===== src/rtl/div_pkg.sv =====
package div_pkg;
  typedef struct packed {
    logic sgn;
    logic half;
    logic modu;
    logic neg;
  } div_mode_t;
endpackage


===== src/rtl/div_prep.sv =====
module div_prep #(
  parameter int W = 64
) (
  input  logic [W-1:0] dividend,
  input  logic [W-1:0] divisor,
  input  logic         half,
  input  logic         ext,
  output logic [W-1:0] rem_init,
  output logic [W-1:0] dq_init,
  output logic [W-1:0] dsr_eff,
  output logic         pre_ovf
);
  localparam int H = W / 2;

  always_comb begin
    if (half) begin
      dsr_eff  = {{H{1'b0}}, divisor[H-1:0]};
      rem_init = {{H{1'b0}}, dividend[W-1:H]};
      dq_init  = {dividend[H-1:0], {H{1'b0}}};
    end else begin
      dsr_eff  = divisor;
      rem_init = ext ? dividend : '0;
      dq_init  = ext ? '0 : dividend;
    end
    // partial remainder already at or above divisor: quotient cannot fit
    pre_ovf = (rem_init >= dsr_eff);
  end
endmodule


===== src/rtl/div_step.sv =====
module div_step #(
  parameter int W = 64
) (
  input  logic [W-1:0] rem_in,
  input  logic [W-1:0] dq_in,
  input  logic [W-1:0] dsr,
  output logic [W-1:0] rem_out,
  output logic [W-1:0] dq_out
);
  logic [W:0] trial;
  logic [W:0] diff;
  logic       fits;

  always_comb begin
    trial   = {rem_in, dq_in[W-1]};
    diff    = trial - {1'b0, dsr};
    fits    = (trial >= {1'b0, dsr});
    rem_out = fits ? diff[W-1:0] : trial[W-1:0];
    dq_out  = {dq_in[W-2:0], fits};
  end
endmodule


===== src/rtl/div_post.sv =====
module div_post
  import div_pkg::*;
#(
  parameter int W = 64
) (
  input  logic [W-1:0] rem,
  input  logic [W-1:0] dq,
  input  div_mode_t    mode,
  input  logic         pre_ovf,
  output logic [W-1:0] result,
  output logic         ovf
);
  localparam int H = W / 2;

  logic [H-1:0] mag_h;
  logic [H-1:0] val_h;
  logic [W-1:0] mag_f;
  logic [W-1:0] val_f;
  logic         sovf;

  always_comb begin
    mag_h = mode.modu ? rem[H-1:0] : dq[H-1:0];
    mag_f = mode.modu ? rem : dq;
    val_h = mode.neg ? (H'(0) - mag_h) : mag_h;
    val_f = mode.neg ? (W'(0) - mag_f) : mag_f;
    if (mode.half) begin
      sovf   = !mode.modu && mode.sgn && mag_h[H-1] && (!mode.neg || (|mag_h[H-2:0]));
      result = {(mode.sgn ? {H{val_h[H-1]}} : {H{1'b0}}), val_h};
    end else begin
      sovf   = !mode.modu && mode.sgn && mag_f[W-1] && (!mode.neg || (|mag_f[W-2:0]));
      result = val_f;
    end
    ovf = pre_ovf || sovf;
    if (ovf) begin
      result = '0;
    end
  end
endmodule


===== src/rtl/div_unit.sv =====
module div_unit
  import div_pkg::*;
#(
  parameter int W = 64
) (
  input  logic         clk,
  input  logic         rst_n,
  input  logic         start,
  input  logic [W-1:0] dividend,
  input  logic [W-1:0] divisor,
  input  logic         is_signed,
  input  logic         half_width,
  input  logic         extended,
  input  logic         modulus,
  input  logic         negate,
  output logic         busy,
  output logic         done,
  output logic [W-1:0] result,
  output logic         overflow
);
  localparam int H  = W / 2;
  localparam int CW = $clog2(W + 1);

  // reset synchronizer: asserts asynchronously, releases on clk
  logic [1:0] rsync_q;
  logic       arst_n;

  always_ff @(posedge clk or negedge rst_n) begin
    if (!rst_n) rsync_q <= 2'b00;
    else        rsync_q <= {rsync_q[0], 1'b1};
  end
  assign arst_n = rsync_q[1];

  logic          busy_q, busy_d;
  logic          done_q, done_d;
  logic [CW-1:0] cnt_q, cnt_d;
  logic [W-1:0]  rem_q, rem_d;
  logic [W-1:0]  dq_q, dq_d;
  logic [W-1:0]  dsr_q, dsr_d;
  div_mode_t     mode_q, mode_d;
  logic          povf_q, povf_d;
  logic [W-1:0]  res_q, res_d;
  logic          ovf_q, ovf_d;

  logic          ld_en, step_en, fin_en;

  logic [W-1:0]  rem_init, dq_init, dsr_eff;
  logic          pre_ovf;
  logic [W-1:0]  rem_nx, dq_nx;
  logic [W-1:0]  post_res;
  logic          post_ovf;

  div_prep #(.W(W)) u_prep (
    .dividend (dividend),
    .divisor  (divisor),
    .half     (half_width),
    .ext      (extended),
    .rem_init (rem_init),
    .dq_init  (dq_init),
    .dsr_eff  (dsr_eff),
    .pre_ovf  (pre_ovf)
  );

  div_step #(.W(W)) u_step (
    .rem_in  (rem_q),
    .dq_in   (dq_q),
    .dsr     (dsr_q),
    .rem_out (rem_nx),
    .dq_out  (dq_nx)
  );

  div_post #(.W(W)) u_post (
    .rem     (rem_q),
    .dq      (dq_q),
    .mode    (mode_q),
    .pre_ovf (povf_q),
    .result  (post_res),
    .ovf     (post_ovf)
  );

  // next-state
  always_comb begin
    ld_en   = !busy_q && start;
    step_en = busy_q && (cnt_q != '0);
    fin_en  = busy_q && (cnt_q == '0);

    busy_d = busy_q;
    done_d = 1'b0;
    cnt_d  = cnt_q;
    rem_d  = rem_q;
    dq_d   = dq_q;
    dsr_d  = dsr_q;
    mode_d = mode_q;
    povf_d = povf_q;
    res_d  = res_q;
    ovf_d  = ovf_q;

    if (ld_en) begin
      busy_d = 1'b1;
      cnt_d  = half_width ? CW'(H) : CW'(W);
      rem_d  = rem_init;
      dq_d   = dq_init;
      dsr_d  = dsr_eff;
      povf_d = pre_ovf;
      mode_d = '{sgn: is_signed, half: half_width, modu: modulus, neg: negate};
    end else if (step_en) begin
      cnt_d = cnt_q - CW'(1);
      rem_d = rem_nx;
      dq_d  = dq_nx;
    end else if (fin_en) begin
      busy_d = 1'b0;
      done_d = 1'b1;
      res_d  = post_res;
      ovf_d  = post_ovf;
    end
  end

  // control registers
  always_ff @(posedge clk or negedge arst_n) begin
    if (!arst_n) begin
      busy_q <= 1'b0;
      done_q <= 1'b0;
      cnt_q  <= '0;
    end else begin
      busy_q <= busy_d;
      done_q <= done_d;
      cnt_q  <= cnt_d;
    end
  end

  // datapath registers, enabled on load or iteration
  always_ff @(posedge clk or negedge arst_n) begin
    if (!arst_n) begin
      rem_q  <= '0;
      dq_q   <= '0;
      dsr_q  <= '0;
      mode_q <= '0;
      povf_q <= 1'b0;
    end else if (ld_en || step_en) begin
      rem_q  <= rem_d;
      dq_q   <= dq_d;
      dsr_q  <= dsr_d;
      mode_q <= mode_d;
      povf_q <= povf_d;
    end
  end

  // result registers, enabled on completion
  always_ff @(posedge clk or negedge arst_n) begin
    if (!arst_n) begin
      res_q <= '0;
      ovf_q <= 1'b0;
    end else if (fin_en) begin
      res_q <= res_d;
      ovf_q <= ovf_d;
    end
  end

  assign busy     = busy_q;
  assign done     = done_q;
  assign result   = res_q;
  assign overflow = ovf_q;

  AST_DONE_ONE_CYCLE: assert property (@(posedge clk) disable iff (!arst_n)
    done_q |=> !done_q);
  AST_DONE_NOT_BUSY: assert property (@(posedge clk) disable iff (!arst_n)
    done_q |-> !busy_q);
  AST_OVF_ZERO_RESULT: assert property (@(posedge clk) disable iff (!arst_n)
    (done_q && ovf_q) |-> (res_q == '0));
  AST_REM_BELOW_DIVISOR: assert property (@(posedge clk) disable iff (!arst_n)
    (busy_q && !povf_q) |-> (rem_q < dsr_q));
  AST_RESTART_IGNORED: assert property (@(posedge clk) disable iff (!arst_n)
    (busy_q && start && (cnt_q != '0)) |=> (busy_q && $stable(dsr_q) && $stable(mode_q)));
  AST_HALF_UPPER_ZERO: assert property (@(posedge clk) disable iff (!arst_n)
    (done_q && mode_q.half && !mode_q.sgn) |-> (res_q[W-1:H] == '0));
endmodule


===== config.mk =====
export PLATFORM = sky130hd
export DESIGN_NAME = div_unit
export DESIGN_NICKNAME = d
export VERILOG_FILES = /design/src/rtl/div_pkg.sv /design/src/rtl/div_prep.sv /design/src/rtl/div_step.sv /design/src/rtl/div_post.sv /design/src/rtl/div_unit.sv
export SDC_FILE = /design/constraint.sdc
export NUM_CORES = 1
export LEC_CHECK = 0
export BUFFER_PORTS_ARGS = -buffer_cell sky130_fd_sc_hd__buf_4
export CORE_ASPECT_RATIO = 1.4
export CORE_MARGIN = 4
export CORE_UTILIZATION = 39
export DETAILED_ROUTE_END_ITERATION = 7
export GPL_TIMING_DRIVEN = 0
export SLEW_MARGIN = 20
export SYNTH_ARGS = -nofsm -noshare
export SYNTH_HDL_FRONTEND = slang
export SYNTH_SLANG_ARGS = --single-unit

===== constraint.sdc =====
create_clock -name clk -period 8.74 [get_ports clk]
set_input_delay 2.622 -clock clk [delete_from_list [all_inputs] [get_ports clk]]
set_output_delay 2.622 -clock clk [all_outputs]
set_load 0.005 [all_outputs]

==> results_dict.tcl, run 1 <==
set metrics [dict create \
    drc 0 \
    max_slew_margin 0.280 \
    cp_common_cell "buf_2" \
    rsz0062_at_grt "no" \
    syn_nets 2767 \
    timing.hold.ws_ps 278 \
    syn_inst 2499 \
    yosysTopAreaCell "dfrtp_1" \
    p_per_area_nw_per_um2 477 \
    cts_resized 0 \
    vias 20800 \
    seqPwrFrac 0.237 \
    ios 203 \
    dp_hpwl_um 74200 \
    cp.buffers_inverters 10 \
    grt.total_usage 0.310 \
    post_cts_buffers 0 \
    synth_cell_types 80 \
    path_clk_slew_ps 60 \
    setup_ws_ps 1040 \
    syn-cell-area_um2 20700 \
    area_growth_pct 17.3 \
    grt-ovfl-total 0 \
    slew_violations 0 \
    crit_fanout 10 \
    vdd_drop_max_v 0.000209 \
    async_reset_ff_frac 1.00 \
    maxCapViolations 0 \
    viasPerCell 5.99 \
    end_kind "flop" \
    ant_nets 0 \
    hp-class "flop to async pin" \
    grt_pass1_wl_um 133000 \
    crit_slowest_cell "a2111oi_4" \
    max_stage_delay_ps 720 \
    antenna_cells 0 \
    initialDrtViolationCount 1993 \
    die_area_um2 56900 \
    cp.arrival_ps 8230 \
    placed_cells 3413 \
    die_y_um 281 \
    tritoncts "yes" \
    p_switching_uw 5920 \
    rrSetupSlack_ps 1040 \
    worstSkewPairLatency_ps 610 \
    crit_chain "buf_6 > buf_6 > buf_4 > buf_2 > buf_4 > clkbuf_1 > buf_1 > buf_2 > buf_2 > mux2i_1 > ha_1 > o221ai_1 > nor3_2 > nand4_1 > nor2_2 > nand3_1 > or3_1 > a2111oi_4 > nand2_2 > buf_2 > o21ai_1" \
    required_ps 9270 \
    hold_viol_final 0 \
    yosysTopAreaCellShare 0.330 \
    fmax_mhz 130 \
    cts.sinks 273 \
    drive_gt1_frac 0.113 \
    grt_pass1_vias 20600 \
    yosysWarningCount 0 \
    ctsRootBufferMaster "clkbuf_16" \
    p_int_uw 5670 \
    grt_max_degree 55 \
    synth_seq_cells 273 \
    period_minus_slack_ps 7700 \
    yosysSeqAreaShare 0.330 \
    worstSetupStartpointType "flop" \
    p_sw_frac 0.511 \
    worst_pin_slew_ps 1050 \
    nets 3007 \
    row_count 99 \
    routedWlPerCell_um 26.3 \
    synth.area.top_cells "dfrtp_1, ha_1, nand2_1" \
    initial_core_util 0.395 \
    comb_power_share 0.643 \
    final_common_cell "nand2_1" \
    path_class "flop to flop" \
    dp_slack_ps 1160 \
    dieWidth_um 203 \
    antenna_found_initial 1 \
    setup_viol 0 \
    finClkSkew_ps 24.8 \
    ctsLongestPathBuffers 3 \
    globalplace.congestion 1.00 \
    leakage_uw 0.0107 \
    port-buffer-count 202 \
    yosys_most_used_dff "dfrtp_1" \
    htree_levels 1 \
    min_period_over_period 0.881 \
    coreArea_um2 52400 \
    path_delay_family "buffers and inverters" \
    total_power_uw 11600 \
    final_cell_count_no_fill 3467 \
    synth.avg_cell_area_um2 8.29 \
    first_pass_iters 7 \
    outcome "finished, final reports clean" \
    layout_common_cells "nand2_1, dfrtp_1, o21ai_0, buf_4, clkbuf_1" \
    p_clk_frac 0.120 \
    synth_edf_count 0 \
    postCtsHoldBufs 0 \
    wl_um 91100 \
    cts_inserted_buffers 31 \
]
==> cells by family (layout without fill, tap and decap cells) <==
| family | count (synthesis) | in the layout | synth area share |
|---|---|---|---|
| and+or+nand+nor | 803 | 803 | 0.183 |
| AOI/OAI and AO/OA | 745 | 745 | 0.232 |
| buffers and inverters | 283 | 544 | 0.0542 |
| DFF | 273 | 273 | 0.330 |
| muxes | 145 | 145 | 0.0708 |
| adders and majority gates | 132 | 132 | 0.0801 |
| xor gates and xnor gates | 117 | 117 | 0.0495 |
| other | 1 | 1 | 0.000181 |
==> power groups by stage <==
stage / clock [uW] / sequential, uW / combinational, uW
after floorplan: 0 / 2350 / 5230
after global placement: 0 / 2740 / 7230
after detailed placement: 0 / 2740 / 7330
after CTS: 1410 / 2720 / 7360
after global routing: 1450 / 2780 / 8160
final: 1390 / 2740 / 7450
==> sequential cells by signal, indices dropped and copies added, names as in the netlist, 2 cells and up <==
signal   count
rem_q       64
rsync_q      2
cnt_q        7
dsr_q       64
dq_q        64
mode_q       4
result      64
==> final cells by class <==
cell class / instances / area [um2]
Fill cell: 5243 / 28100
Multi-Input combinational cell: 1943 / 12800
Sequential cell: 273 / 6840
Timing Repair Buffer: 207 / 1650
Tap cell: 707 / 885
Clock buffer: 45 / 878
Buffer: 161 / 664
Inverter: 122 / 458
Clock inverter: 9 / 156
==> cell usage after synthesis, drive strengths merged (13+ instances only) <==
master and number:
a31oi 58, nand2b 49, nor2b 16, clkbuf 128
nand2 391, nand3 30, inv 122, nor3b 13
dfrtp 273, nand4 38, mux2 13, nor2 121
buf 33, nor3 45, o21bai 22, a21oi 120
a22oi 23, a21o 56, or3 17, o31ai 14
a221oi 38, o211ai 43, xnor2 64, o21ai 248
a22o 59, xor2 53, and2 39, ha 131
mux2i 132
==> worst paths after layout <==
kind,from,end,depth (start not counted)
worst max-delay path,mode_q[1]$_DFFE_PN0P_,result[59]$_DFFE_PN0P_,21
worst min-delay path,rsync_q[1]$_DFF_PN0_,dsr_q[39]$_DFFE_PN0P_,0
worst max register to register,mode_q[1]$_DFFE_PN0P_,result[59]$_DFFE_PN0P_,21
worst min register to register,rsync_q[1]$_DFF_PN0_,dsr_q[39]$_DFFE_PN0P_,0
max in group asynchronous,rst_n,rsync_q[1]$_DFF_PN0_,1
min in group clk,rsync_q[0]$_DFF_PN0_,rsync_q[1]$_DFF_PN0_,0
==> metal layers <==
metal	wire [um]	track usage	vias up
met1	33800	0.363	10100
met5	0	0	-
met2	43600	0.533	984
li1	-	-	9432
met4	7580	0.201	0
met3	6100	0.0407	263
==> metrics by stage <==
step	area [um2]	util	TNS [ps]
finish	24300	0.464	0
global route	24300	0.464	0
CTS	24300	0.464	0
detailed placement	23300	0.444	0
global placement	23100	0.441	-801290
floorplan	20700	-	0
Power figures use the tool's default switching activity.
==> run 2, diff against run 1 <==
- ABC_AREA: not set -> 1
- RECOVER_POWER: not set -> 25
- SKIP_CTS_REPAIR_TIMING: not set -> 1
==> results_dict.tcl, run 2 <==
set metrics [dict create \
    outcome "complete, but fails checks" \
    violations "capacitance limit, slew limit" \
    path_clk_slew_ps 60 \
    cts.sinks 273 \
    cp.arrival_ps 6460 \
    crit_fanout 44 \
    leakage_uw 0.0140 \
    worst_pin_slew_ps 2770 \
    slew_violations 130 \
    grt_pass1_wl_um 174000 \
    fmax_mhz 158 \
    async_reset_ff_frac 1.00 \
    p_per_area_nw_per_um2 485 \
    synthSimpleGateAreaFrac 0.360 \
    hold_viol_final 0 \
    first_pass_iters 6 \
    vdd_drop_max_v 0.000232 \
    syn-cell-area_um2 23700 \
    antenna_found_initial 0 \
    period_minus_slack_ps 6310 \
    grt.total_usage 0.365 \
    ios 203 \
    tritoncts "yes" \
    fin_area_um2 27300 \
    synth_top_family_by_area "simple AND/OR/NAND/NOR gates" \
    routedWlPerCell_um 24.9 \
    yosysTopAreaCell "dfrtp_1" \
    row_count 106 \
    dpl_cell_area_um2 26400 \
    htree_levels 1 \
    dieWidth_um 216 \
    synth_adder_area_share 0.0700 \
    post-route-util 0.455 \
    port-buffer-count 202 \
    setup_viol 0 \
    path_class "flop to async pin" \
    max_slew_margin -0.844 \
    syn_nets 4098 \
    register_area_um2 6830 \
    yosysSeqAreaShare 0.288 \
    grt_pass1_vias 26200 \
    required_ps 8890 \
    hp-class "flop to flop" \
    grt_max_degree 55 \
    coreArea_um2 59900 \
    n_fill_cell 6826 \
    worstSkewPairLatency_ps 640 \
    drive_gt1_frac 0.0873 \
    yosys_most_used_dff "dfrtp_1" \
    synth_cell_types 45 \
    synth.area.top_cells "dfrtp_1, nand2_1, inv_1" \
    synth_edf_count 0 \
    globalplace.congestion 1.03 \
    end_kind "async pin" \
    area_growth_pct 15.2 \
    nets 4338 \
    initialDrtViolationCount 2486 \
    initial_core_util 0.395 \
    synth_mux_area_frac 0 \
    multi_input_area_um2 14000 \
    drc 0 \
    viasPerCell 5.40 \
    rsz0062_at_grt "no" \
    rrSetupSlack_ps 2430 \
    yosysWarningCount 0 \
    synth.avg_cell_area_um2 6.19 \
    grt-ovfl-total 0 \
    finClkSkew_ps 25.2 \
    syn_inst 3830 \
    wl_um 122000 \
    placed_cells 4847 \
    maxCapViolations 3 \
    ant_nets 0 \
    min_period_over_period 0.722 \
    timing.hold.ws_ps 354 \
    synth_seq_cells 273 \
    synth_xor_area_frac 0.0240 \
    ctsLongestPathBuffers 3 \
    vias 26500 \
    yosysTopAreaCellShare 0.288 \
    antenna_cells 0 \
    final_cell_count_no_fill 4900 \
    dp_hpwl_um 105000 \
    cts_inserted_buffers 31 \
    die_area_um2 64800 \
    die_y_um 300 \
    synth-compound-area-share 0.138 \
    final_common_cell "nand2_1" \
    ctsRootBufferMaster "clkbuf_16" \
    layout_common_cells "nand2_1, inv_1, nor2_1, nand3_1, dfrtp_1" \
    post-synth-top-count-cell "nand2_1" \
    worstSetupStartpointType "flop" \
    synthTopCellsByCount "nand2_1, inv_1, nor2_1" \
]
-- run 2: changes by cell type after synthesis, sizes merged, moves of 49 or more --
cell	change
mux2i	-132
inv	+422
nand2b	-49
nor2	+246
o21ai	+55
a21oi	+58
a21o	-49
o22ai	+93
a22o	-59
nand2	+882
nand3	+267
a31oi	-58
-- run 2: worst paths after layout --
| path | to | cells after the start | startpoint |
|---|---|---|---|
| worst max-delay path | dq_q[15]$_DFFE_PN0P_ | 2 | rsync_q[1]$_DFF_PN0_ |
| max in group clk | povf_q$_DFFE_PN0P_ | 14 | half_width |
| worst max register to register | dq_q[15]$_DFFE_PN0P_ | 2 | rsync_q[1]$_DFF_PN0_ |
| min in group asynchronous | dsr_q[48]$_DFFE_PN0P_ | 0 | rsync_q[1]$_DFF_PN0_ |
| worst min register to register | rsync_q[1]$_DFF_PN0_ | 0 | rsync_q[0]$_DFF_PN0_ |
| worst min-delay path | rsync_q[1]$_DFF_PN0_ | 0 | rsync_q[0]$_DFF_PN0_ |
-- run 2: critical path: stages, from the launching register on --
cell and delay, ps:
dfrtp_1 1620, clkbuf_1 2030, clkbuf_1 2060
-- run 2: kinds of logic (layout without fill, tap and decap cells) --
logic type / count (synthesis) / in the layout
simple gates: 2056 / 2056
buf+inv: 694 / 954
compound gates: 609 / 609
flops: 273 / 273
fa+ha+maj: 132 / 132
xor+xnor: 65 / 65
other cells: 1 / 1
-- run 2: cell type report --
cell class,instances,area share
buffer,150,0.0290
clock buffer,45,0.0336
clock inverter,8,0.00234
inverter,544,0.0748
multi-input combinational,2863,0.514
sequential,273,0.250
tap,810,0.0371
timing repair buffer,207,0.0588
-- run 2: layer usage --
layer / track usage / routed length [um] / up-vias
li1: - / - / 12800
met1: 0.406 / 44700 / 12300
met2: 0.631 / 58100 / 1077
met3: 0.0342 / 6460 / 338
met4: 0.301 / 12800 / 0
met5: 0 / 0 / -
-- run 2: metrics by stage --
step	TNS (ps)	power, uW	worst slack (ps)
floorplan	0	8310	568
global placement	-913960	11700	-3440
detailed placement	0	11700	2410
CTS	0	13000	3060
global route	0	14200	1520
finish	0	13200	2430
-- run 2: report_power, final --
part	switching (uW)	internal, uW
logic	6580	2920
clock network	598	723
registers	572	1840
